**src/rtl/tmr_channel.sv**
```systemverilog
module tmr_channel #(
  parameter int W    = 16,
  parameter int NSRC = 4
) (
  input  logic            clk,
  input  logic            rst_n,
  input  logic [NSRC-1:0] tick,
  input  logic            wr_en,
  input  logic            rd_en,
  input  logic [2:0]      addr,
  input  logic [W-1:0]    wdata,
  output logic [W-1:0]    rdata,
  output logic            irq,
  output logic            wave_out
);
  localparam int SW = (NSRC > 1) ? $clog2(NSRC) : 1;
  localparam int MW = SW + 6;

  logic [W-1:0]  cnt, cmpa, cmpc;
  logic [MW-1:0] mode;
  logic          run, wave;
  logic [1:0]    flg, msk;

  logic [SW-1:0] sel;
  logic          auto_rst, stop_c;
  logic [1:0]    act_a, act_c;
  assign sel      = mode[SW-1:0];
  assign auto_rst = mode[SW];
  assign stop_c   = mode[SW+1];
  assign act_a    = mode[SW+3:SW+2];
  assign act_c    = mode[SW+5:SW+4];

  logic ctl_wr, trig, en_set, dis, adv, hit_a, hit_c, rd_stat;
  assign ctl_wr  = wr_en && addr == 3'd0;
  assign trig    = ctl_wr && wdata[2];
  assign dis     = ctl_wr && wdata[1];
  assign en_set  = ctl_wr && wdata[0];
  assign adv     = run && tick[sel] && !trig;
  assign hit_a   = adv && cnt == cmpa;
  assign hit_c   = adv && cnt == cmpc;
  assign rd_stat = rd_en && addr == 3'd5;

  function automatic logic apply_act(input logic [1:0] code, input logic v);
    case (code)
      2'd1:    return 1'b1;
      2'd2:    return 1'b0;
      2'd3:    return ~v;
      default: return v;
    endcase
  endfunction

  logic wave_a, wave_n;
  assign wave_a = hit_a ? apply_act(act_a, wave) : wave;
  assign wave_n = hit_c ? apply_act(act_c, wave_a) : wave_a;

  always_ff @(posedge clk or negedge rst_n) begin
    if (!rst_n) begin
      cnt  <= '0;
      cmpa <= '0;
      cmpc <= '0;
      mode <= '0;
      run  <= 1'b0;
      wave <= 1'b0;
      flg  <= '0;
      msk  <= '0;
    end else begin
      if (trig)
        cnt <= '0;
      else if (adv)
        cnt <= (hit_c && auto_rst) ? '0 : cnt + 1'b1;

      if (dis)
        run <= 1'b0;
      else if (en_set)
        run <= 1'b1;
      else if (hit_c && stop_c)
        run <= 1'b0;

      wave <= wave_n;
      flg  <= (rd_stat ? 2'b00 : flg) | {hit_c, hit_a};

      if (wr_en) begin
        case (addr)
          3'd1: mode <= wdata[MW-1:0];
          3'd2: cmpa <= wdata;
          3'd3: cmpc <= wdata;
          3'd6: msk  <= msk | wdata[1:0];
          3'd7: msk  <= msk & ~wdata[1:0];
          default: ;
        endcase
      end
    end
  end

  always_comb begin
    case (addr)
      3'd1:        rdata = W'(mode);
      3'd2:        rdata = cmpa;
      3'd3:        rdata = cmpc;
      3'd4:        rdata = cnt;
      3'd5:        rdata = W'({wave, run, flg});
      3'd6, 3'd7:  rdata = W'(msk);
      default:     rdata = '0;
    endcase
  end

  assign irq      = |(flg & msk);
  assign wave_out = wave;
endmodule

```
**config.mk**
```make
export PLATFORM = sky130hd
export DESIGN_NAME = tmr_channel
export DESIGN_NICKNAME = d
export VERILOG_FILES = /design/src/rtl/tmr_channel.sv
export SDC_FILE = /design/constraint.sdc
export NUM_CORES = 1
export LEC_CHECK = 0
export ABC_CLOCK_PERIOD_IN_PS = 2450
export CAP_MARGIN = 25
export CORE_MARGIN = 2
export CORE_UTILIZATION = 40
export CTS_CLUSTER_DIAMETER = 40
export DETAILED_ROUTE_END_ITERATION = 12
export GPL_TIMING_DRIVEN = 0
export SLEW_MARGIN = 20
export SYNTH_ARGS = -nofsm -noshare
export SYNTH_HDL_FRONTEND = slang
export SYNTH_SLANG_ARGS = --single-unit
```
**constraint.sdc**
```tcl
create_clock -name clk -period 2.45 [get_ports clk]
set_clock_uncertainty 0.1 [all_clocks]
set_input_delay 0.6125 -clock clk [delete_from_list [all_inputs] [get_ports clk]]
set_output_delay 0.6125 -clock clk [all_outputs]
set_load 0.02 [all_outputs]
```
======== Word-level counts from Yosys, hierarchy flattened ========
Cells that the tools add are included.
storage, ports and cells
  register bits ........................... 62
  input bits .............................. 27
  output and inout bits ................... 18
operators by class
  add/sub/neg operators ................... 1
  magnitude comparators ................... 1
  equal/unequal tests ..................... 15
  muxes and demuxes ....................... 15
  bitwise operators ....................... 7
  reduce and logical (&&, ||, !) cells .... 22
operators with widths
  kind                   count
  $pmux 16 s6            1
  $mux 16                3
  $eq 16x16->1           2
  $add 16x1->16 const B  1
  $eq 3x3->1 const B     4
  $logic_and 1x1->1      11
  $eq 2x2->1 const B     4
  $reduce_and 2->1       4
  $eq 3x2->1 const B     2
  $mux 1                 6
  $pmux 1 s3             2
  $and 2x2->2            2
  $eq 2x1->1 const B     2
  $or 2x2->2             2
  $pmux 2 s2             1
  $reduce_bool 2->1      2
  $reduce_or 2->1        2
  $eq 3x1->1 const B     1
  $logic_not 3->1        1
  $lt 2x3->1 const B     1
  $reduce_bool 3->1      1
  $bmux 1 s2             1
  $mux 2                 1
  $not 1->1              2
  other kinds (2)        2

======== Depth between registers and ports, before layout ========
Gate-level depths: netlist of the first run.
  depth in word-level cells ............... 10
  depth in mapped cells ................... 9

======== Worst setup path before layout of the first run ========
No wires, ideal clock.
  path type ............................... input port to output port
  from .................................... in addr[0]
  to ...................................... out rdata[10]
  data arrival time ....................... 1.837 ns
  required time ........................... 1.737 ns
  setup slack ............................. -0.099 ns
  stages .................................. 5
  cells stage by stage .................... buf_2 buf_2 buf_2 mux2i_1 o21ai_0
on the way
  longest elaborated chain between the ends .. 3
RTL lines
  what                RTL line  RTL
  start: declaration  10        input logic [2:0] addr,
  $eq 3x3->1          96        case (addr)
  $reduce_or 2->1     96
  $pmux 16 s6 (*)     96
  end: declaration    12        output logic [W-1:0] rdata,
Mark *: on every way between the ends. The rest lies on a longest branch, timed or not.

======== Final worst setup path of the first run ========
  from .................................... in addr[0]
  to ...................................... out rdata[6]
The elaborated chain is that of the path after synthesis.

==> summary.txt, run 1 <==
GRT
  – GRT Overall Usage: between 20 and 25%
  – Largest net degree at the start of global routing: 33
  – Grt ovf: 0
  – First-pass GRT wire length: between 15000 and 20000 um
  – Vias in the first global route: 2917
  – Initial antenna violation count: 0

Drt
  – Drt drc: 0
  – Drt initial violations: roughly 210
  – Drt total wl: between 9000 and 10000 um
  – Wire per inst: 18.51 um
  – Antenna viol nets, final: 0
  – Vias per cell: about 5.6
  – Vias: roughly 3000
  – TritonRoute pass-1 iters: 4

Finish
  – Ant. Diodes: 0
  – Final nets: between 400 and 500
  – Share of layout cells above drive strength 1: between 30 and 40%
  – Fill cells: roughly 840
  – Area Overhead vs Synth: 26.19%

Clock network
  – Max clock buf depth: 2
  – Reg clk slew, reported paths: approximately 0.080 ns
  – CTS buffer count: 9
  – Root Driver: clkbuf_8
  – Worst-skew pair later-pin latency: about 0.35 ns
  – H-tree depth: 3
  – Hold-fix buffers at CTS: 0
  – CTS Sinks: 62
  – CTS tree: built

Synth
  – FFs w/ async S/R, synth: 100.0%
  – Syn Area/Cell: roughly 11 sq um
  – Dominant cell by count in the synthesized netlist: dfrtp_1
  – Post-synthesis cell area: between 3000 and 4000 sq um
  – Area contributors post-synth: dfrtp_1, mux2_2, xnor2_1
  – Most frequent cells after synthesis: dfrtp_1, mux2_2, nand2_1
  – Cell variety after synth: 44
  – Post-synth top area cell: dfrtp_1
  – Yosys warns: 0
  – Part of the Yosys area used for sequential elements: a little over two fifths
  – Syn_nets: about 380
  – EDFF count, synth: 0
  – Post-synthesis cell count: ~350
  – Yosys reg bits: 62
  – Post-synth top area share: around two fifths
  – Post-synth top flop: dfrtp_1

Floorplanning
  – Ports: 45
  – Die H: 100.2 um
  – Starting Density: roughly two fifths
  – Core ar.: 9109 sq um
  – Die Area: approximately 10000 sq um
  – Rows: 35
  – Die Span X: 100.2 um

Setup path
  – Setup CP Type: in -> out
  – Max FO, Critical Path: 8
  – Crit path launch type: input pin
  – Worst EP required: 1.74 ns
  – Crit. End Element: output pin
  – Critical path arrival: 1.75 ns

Pwr
  – Maximum VDD drop: between 300 and 400 uV
  – PwrDens: 739.2 nW/um^2
  – Sequential power share: 40.4%
  – Switch share: 32.36%
  – Internal Power: approximately 2.3 mW
  – Logic pwr share: 29.8%
  – Leakage power total: a little under 2 nW
  – Clk network pwr share: between 20 and 30%
  – NetSw: approximately 1.1 mW

STA
  – Hold_ws: between 0.08 and 0.09 ns
  – RSZ-0062 raised after global routing: yes
  – Final period util: 100.5%
  – Hold violation count in the final report: 0
  – Fmax: between 0.4 and 0.5 GHz
  – Setup ws final: -0.01117 ns
  – Worst slew pin tran: 0.8490 ns
  – Rel. slew slack: between 40% and 50%
  – Minimum clock period: 2.461 ns
  – Slew Limit Fails: 0
  – Final setup viols: 1

Placement
  – Pre-CTS setup slack: -1.456 ns
  – Routability-driven placement congestion ratio: ~0.86
  – I/O Buffers: 43
  – Post-DP HPWL: ~7000 um

Flow run
  – Max Cap Viol: 0

Hold path
  – Tightest Hold Check Type: in -> async

Outcome
  – Status: finished with violations
  – Failing checks: negative setup slack
[area by class of cell]
| cell class | instances | area, sq um | area share, % |
|---|---|---|---|
| tap | 111 | 138.9 | 2.973 |
| clock inverter | 6 | 85.08 | 1.821 |
| multi-input combinational | 254 | 2041 | 43.68 |
| inverter | 3 | 11.26 | 0.2410 |
| buffer | 27 | 247.7 | 5.303 |
| clock buffer | 10 | 137.6 | 2.946 |
| timing repair buffer | 54 | 459.2 | 9.829 |
| sequential | 62 | 1551 | 33.21 |
[cells in the final DEF (no fill, tap or decap), types with 3 or more instances in the layout]
master           instances
a22oi_1                  4
a221o_1                  4
clkdlybuf4s50_1         24
mux2_2                  42
o21ai_1                  4
o21ai_0                 11
inv_1                    3
nand2b_1                 4
buf_2                   18
a31oi_1                 15
xnor2_1                 30
dfrtp_1                 62
a22o_1                   3
clkbuf_8                11
nand2_1                 31
nor2b_1                  4
and3_1                   5
mux2i_1                 13
xnor2_2                  3
nand4_1                 11
a221oi_2                 3
mux2_1                   3
nor2_1                   9
buf_6                   10
a21oi_1                 15
nand3_1                  6
buf_4                   20
[cell families after synthesis]
logic type | Yosys count | share of synthesized area (%)
AND/OR/NAND/NOR | 91 | 13.72
AO/OA/AOI/OAI | 69 | 12.03
flip-flops | 62 | 41.91
multiplexers | 60 | 18.11
XOR/XNOR | 33 | 8.415
buffers and inverters | 31 | 5.475
adder cells (fa/ha/maj) | 1 | 0.3379
[timing repair]
action | 4_1_cts | 5_1_grt
cloned | 1 | 0
setup endpoints to repair | 36 | 30
resized for setup | 110 | 18
pin swaps | 4 | 3
setup buffers | 6 | 3
[power groups by stage]
stage	clock, mW	sequential (mW)	combinational [mW]
final	1.03	1.40	1.03
after global routing	1.09	1.42	1.11
after CTS	1.04	1.39	1.00
after detailed placement	0	1.41	0.993
after global placement	0	1.40	0.970
after floorplan	0	1.36	0.702
[metal layers]
metal,share of wire (%),up-vias,global-route usage [%]
li1,-,1382,-
met4,1.9,0,8.641
met3,4.0,16,3.203
met5,0,-,0
met1,46,1481,29.62
met2,48,78,31.34
[per-stage QoR]
| step | power [mW] | instance area [sq um] | cells | util, % | setup TNS, ns |
|---|---|---|---|---|---|
| 6_report | 3.454 | 4672 | 527 | 51.29 | -0.01117 |
| 5_1_grt | 3.628 | 4672 | 527 | 51.29 | -0.03395 |
| 4_1_cts | 3.436 | 4591 | 524 | 50.40 | -0.02142 |
| 3_5_place_dp | 2.402 | 4297 | 502 | 47.17 | -43.59 |
| 3_3_place_gp | 2.374 | 4279 | 501 | 46.98 | -135.02 |
| 2_1_floorplan | 2.063 | 3710 | 347 | - | 0 |
[path summary, 6_finish.rpt]
path | from | endpoint | slack (ns) | cells after the start
worst max-delay path | addr[0] | rdata[6] | -0.01 | 7
worst min-delay path | rst_n | cnt[10] | 0.09 | 1
worst max register to register | cnt[1] | cnt[1] | 0.17 | 7
worst min register to register | flg[0] | flg[0] | 0.42 | 1
max in group asynchronous | rst_n | cmpc[0] | 1.63 | 2
min in group clk | flg[0] | flg[0] | 0.42 | 1
[worst max-delay path, stage by stage]
cell and delay (ns):
buf_6 0.11, buf_8 0.14, buf_4 0.12, mux2_2 0.32
a22oi_1 0.19, o21ai_2 0.09, buf_4 0.16
[registers in the layout, summed over array words and instances, names as in the netlist, named ones only]
name and flops:
cmpc 16, flg 2, cnt 16, run 1, wave_out 1, cmpa 16, mode 8
(Power assumes the default switching activity.)
==> inputs of run 2 (changes only) <==
--- a/config.mk
+++ b/config.mk
@@ -8,10 +8,11 @@
 export ABC_CLOCK_PERIOD_IN_PS = 2450
 export CAP_MARGIN = 25
 export CORE_MARGIN = 2
-export CORE_UTILIZATION = 40
+export CORE_UTILIZATION = 50
 export CTS_CLUSTER_DIAMETER = 40
 export DETAILED_ROUTE_END_ITERATION = 12
 export GPL_TIMING_DRIVEN = 0
+export PLACE_DENSITY = 0.73
 export SLEW_MARGIN = 20
 export SYNTH_ARGS = -nofsm -noshare
 export SYNTH_HDL_FRONTEND = slang
==> summary.txt, run 2 (synthesis results as in run 1) <==
Outcome
  – Status: finished, final reports clean (was finished with violations)

Clock network
  – Root Driver: clkbuf_8 (unchanged)
  – CTS tree: built (unchanged)
  – Reg clk slew, reported paths: 0.07 ns (was 0.08 ns)
  – H-tree depth: 3 (unchanged)
  – CTS Sinks: 62 (unchanged)
  – Max clock buf depth: 2 (unchanged)
  – Worst-skew pair later-pin latency: 0.35 ns (about the same)
  – CTS buffer count: 9 (unchanged)

STA
  – Minimum clock period: 2.430 ns (was 2.461 ns)
  – Rel. slew slack: 46.81% (was 43.09%)
  – Hold_ws: 0.4163 ns (was 0.08873 ns)
  – Slew Limit Fails: 0 (unchanged)
  – Setup ws final: 0.01996 ns (was -0.01117 ns)
  – Final period util: 99.19% (was 100.5%)
  – Setup TNS: 0 ns (was -0.01117 ns)
  – Fmax: 0.4115 GHz (was 0.4063 GHz)
  – Hold violation count in the final report: 0 (unchanged)
  – RSZ-0062 raised after global routing: no (was yes)
  – Final setup viols: 0 (was 1)
  – Worst slew pin tran: 0.7935 ns (was 0.8490 ns)

Finish
  – Share of layout cells above drive strength 1: 32.85% (was 34.62%)
  – Top flop regs: cmpa: 16 flops, cmpc: 16 flops, cnt: 16 flops (unchanged)
  – Ant. Diodes: 0 (unchanged)
  – Area Overhead vs Synth: 25.11% (was 26.19%)
  – Final nets: 437 (was 439)
  – Most common cell after layout, fill and taps aside: dfrtp_1 (unchanged)
  – Reg area: 1551 sq um (unchanged)
  – Final Instance Count excl. Fillers: 513 (was 527)
  – Commonest non-fill, non-tap cells in the layout: dfrtp_1, mux2_2, nand2_1 (unchanged)
  – Fill cells: 585 (was 843)
  – Multi-input combinational cell area: 2029 sq um (was 2041 sq um)
  – Final Util: 64.20% (was 51.29%)
  – Final Instance Area: 4632 sq um (was 4672 sq um)

Floorplanning
  – Die H: 90.05 um (was 100.2 um)
  – Rows: 31 (was 35)
  – Core ar.: 7214 sq um (was 9109 sq um)
  – Starting Density: 51.32% (was 40.65%)
  – Ports: 45 (unchanged)
  – Die Span X: 90.05 um (was 100.2 um)
  – Die Area: 8109 sq um (was 10040 sq um)

Setup path
  – Crit. End Element: output pin (unchanged)
  – R2R Path Start: cnt[1] (unchanged)
  – Reg2Reg Depth: 6 (was 7)
  – Setup CP Type: in -> out (unchanged)
  – Critical path arrival: 1.72 ns (was 1.75 ns)
  – Crit path launch type: input pin (unchanged)
  – Worst EP required: 1.74 ns (about the same)
  – Crit path from: addr[0] (unchanged)
  – Max FO, Critical Path: 5 (was 8)

Placement
  – Routability-driven placement congestion ratio: 0.8983 (was 0.8630)
  – Post-DP HPWL: 6539 um (was 6954 um)
  – Placed Area: 4289 sq um (was 4297 sq um)
  – I/O Buffers: 43 (unchanged)
  – Pre-CTS setup slack: -1.308 ns (was -1.456 ns)
  – Cell count after placement: 490 (was 502)

Drt
  – Drt drc: 0 (unchanged)
  – Antenna viol nets, final: 0 (unchanged)
  – Vias: 3039 (was 2957)
  – Drt initial violations: 222 (was 214)
  – Vias per cell: 5.924 (was 5.611)
  – Drt total wl: 9415 um (was 9756 um)
  – TritonRoute pass-1 iters: 5 (was 4)
  – Wire per inst: 18.35 um (was 18.51 um)

Hold path
  – Worst Hold Launch: flg[1]
  – Worst hold stages: 1
  – Tightest Hold Check Type: reg -> reg (was in -> async)

Pwr
  – PwrDens: 747.9 nW/um^2 (was 739.2 nW/um^2)
  – Maximum VDD drop: 494.3 uV (was 361.7 uV)
  – Leakage power total: 1.953 nW (was 1.962 nW)
  – Power, Total: 3.464 mW (was 3.454 mW)

GRT
  – Grt ovf: 0 (unchanged)
  – Initial antenna violation count: 0 (unchanged)
  – GRT Overall Usage: 23.53% (was 20.72%)
  – Largest net degree at the start of global routing: 52 (was 33)
  – First-pass GRT wire length: 15030 um (was 15840 um)
  – Vias in the first global route: 2937 (was 2917)

Flow run
  – Max Cap Viol: 0 (unchanged)
## run 2: cell count changes in the layout (fill, tap and decap cells not counted), moves of 2 or more
cell        before  now
a221oi_2         3    1
clkbuf_8        11   13
buf_4           20   12
a221oi_1         1    3
o21ai_1          4    2
clkinvlp_4       2    0
o21ai_0         11   14
buf_2           18   23
## run 2: path summary, 6_finish.rpt
check	endpoint	slack, ns
max in group asynchronous	mode[3]	1.21
min reg2reg	flg[1]	0.42
max	rdata[5]	0.02
max reg2reg	cnt[12]	0.17
min	flg[1]	0.42
min in group asynchronous	cnt[14]	0.55
## run 2: power by group
group	leakage [nW]	switching [mW]	total (mW)	internal [mW]
Sequential	0.778	0.205	1.42	1.21
Combinational	1.06	0.471	0.988	0.517
Clock	0.120	0.406	1.06	0.655
## run 2: cell type report
type	count	area share (%)
Timing Repair Buffer	52	9.454
Sequential cell	62	33.50
Tap cell	99	2.674
Clock inverter	3	1.405
Inverter	3	0.2431
Buffer	27	5.267
Multi-Input combinational cell	254	43.81
Clock buffer	13	3.647
## run 2: what timing repair did
action                                 4_1_cts  5_1_grt
setup endpoints to repair                   36       30
hold buffers                                 1        0
resized for setup                          100       15
endpoints found under the hold margin        2        0
setup buffers                                3        2
gates cloned                                 2        0
pin swaps                                    1        1
## run 2: worst max-delay path, cell delays in order
cell,delay (ns)
buf_6,0.11
buf_2,0.19
mux2_2,0.35
a22oi_1,0.13
o21ai_0,0.13
buf_2,0.18
## run 2: metal layers
metal	GRT usage [%]	vias up	part of all wire, %	routed length [um]
met2	37.59	115	50	4702
met4	9.103	0	1.4	132
met1	31.68	1525	42	3944
li1	-	1385	-	-
met3	4.694	14	6.7	635
met5	0	-	0	0
==> inputs of run 3 (changes only) <==
--- a/config.mk
+++ b/config.mk
@@ -11,6 +11,7 @@
 export CORE_UTILIZATION = 50
 export CTS_CLUSTER_DIAMETER = 40
 export DETAILED_ROUTE_END_ITERATION = 12
+export GPL_ROUTABILITY_DRIVEN = 1
 export GPL_TIMING_DRIVEN = 0
 export PLACE_DENSITY = 0.73
 export SLEW_MARGIN = 20
==> results of run 3 <==
Same layout as run 2: the final DEF is identical, and so are final timing and power.
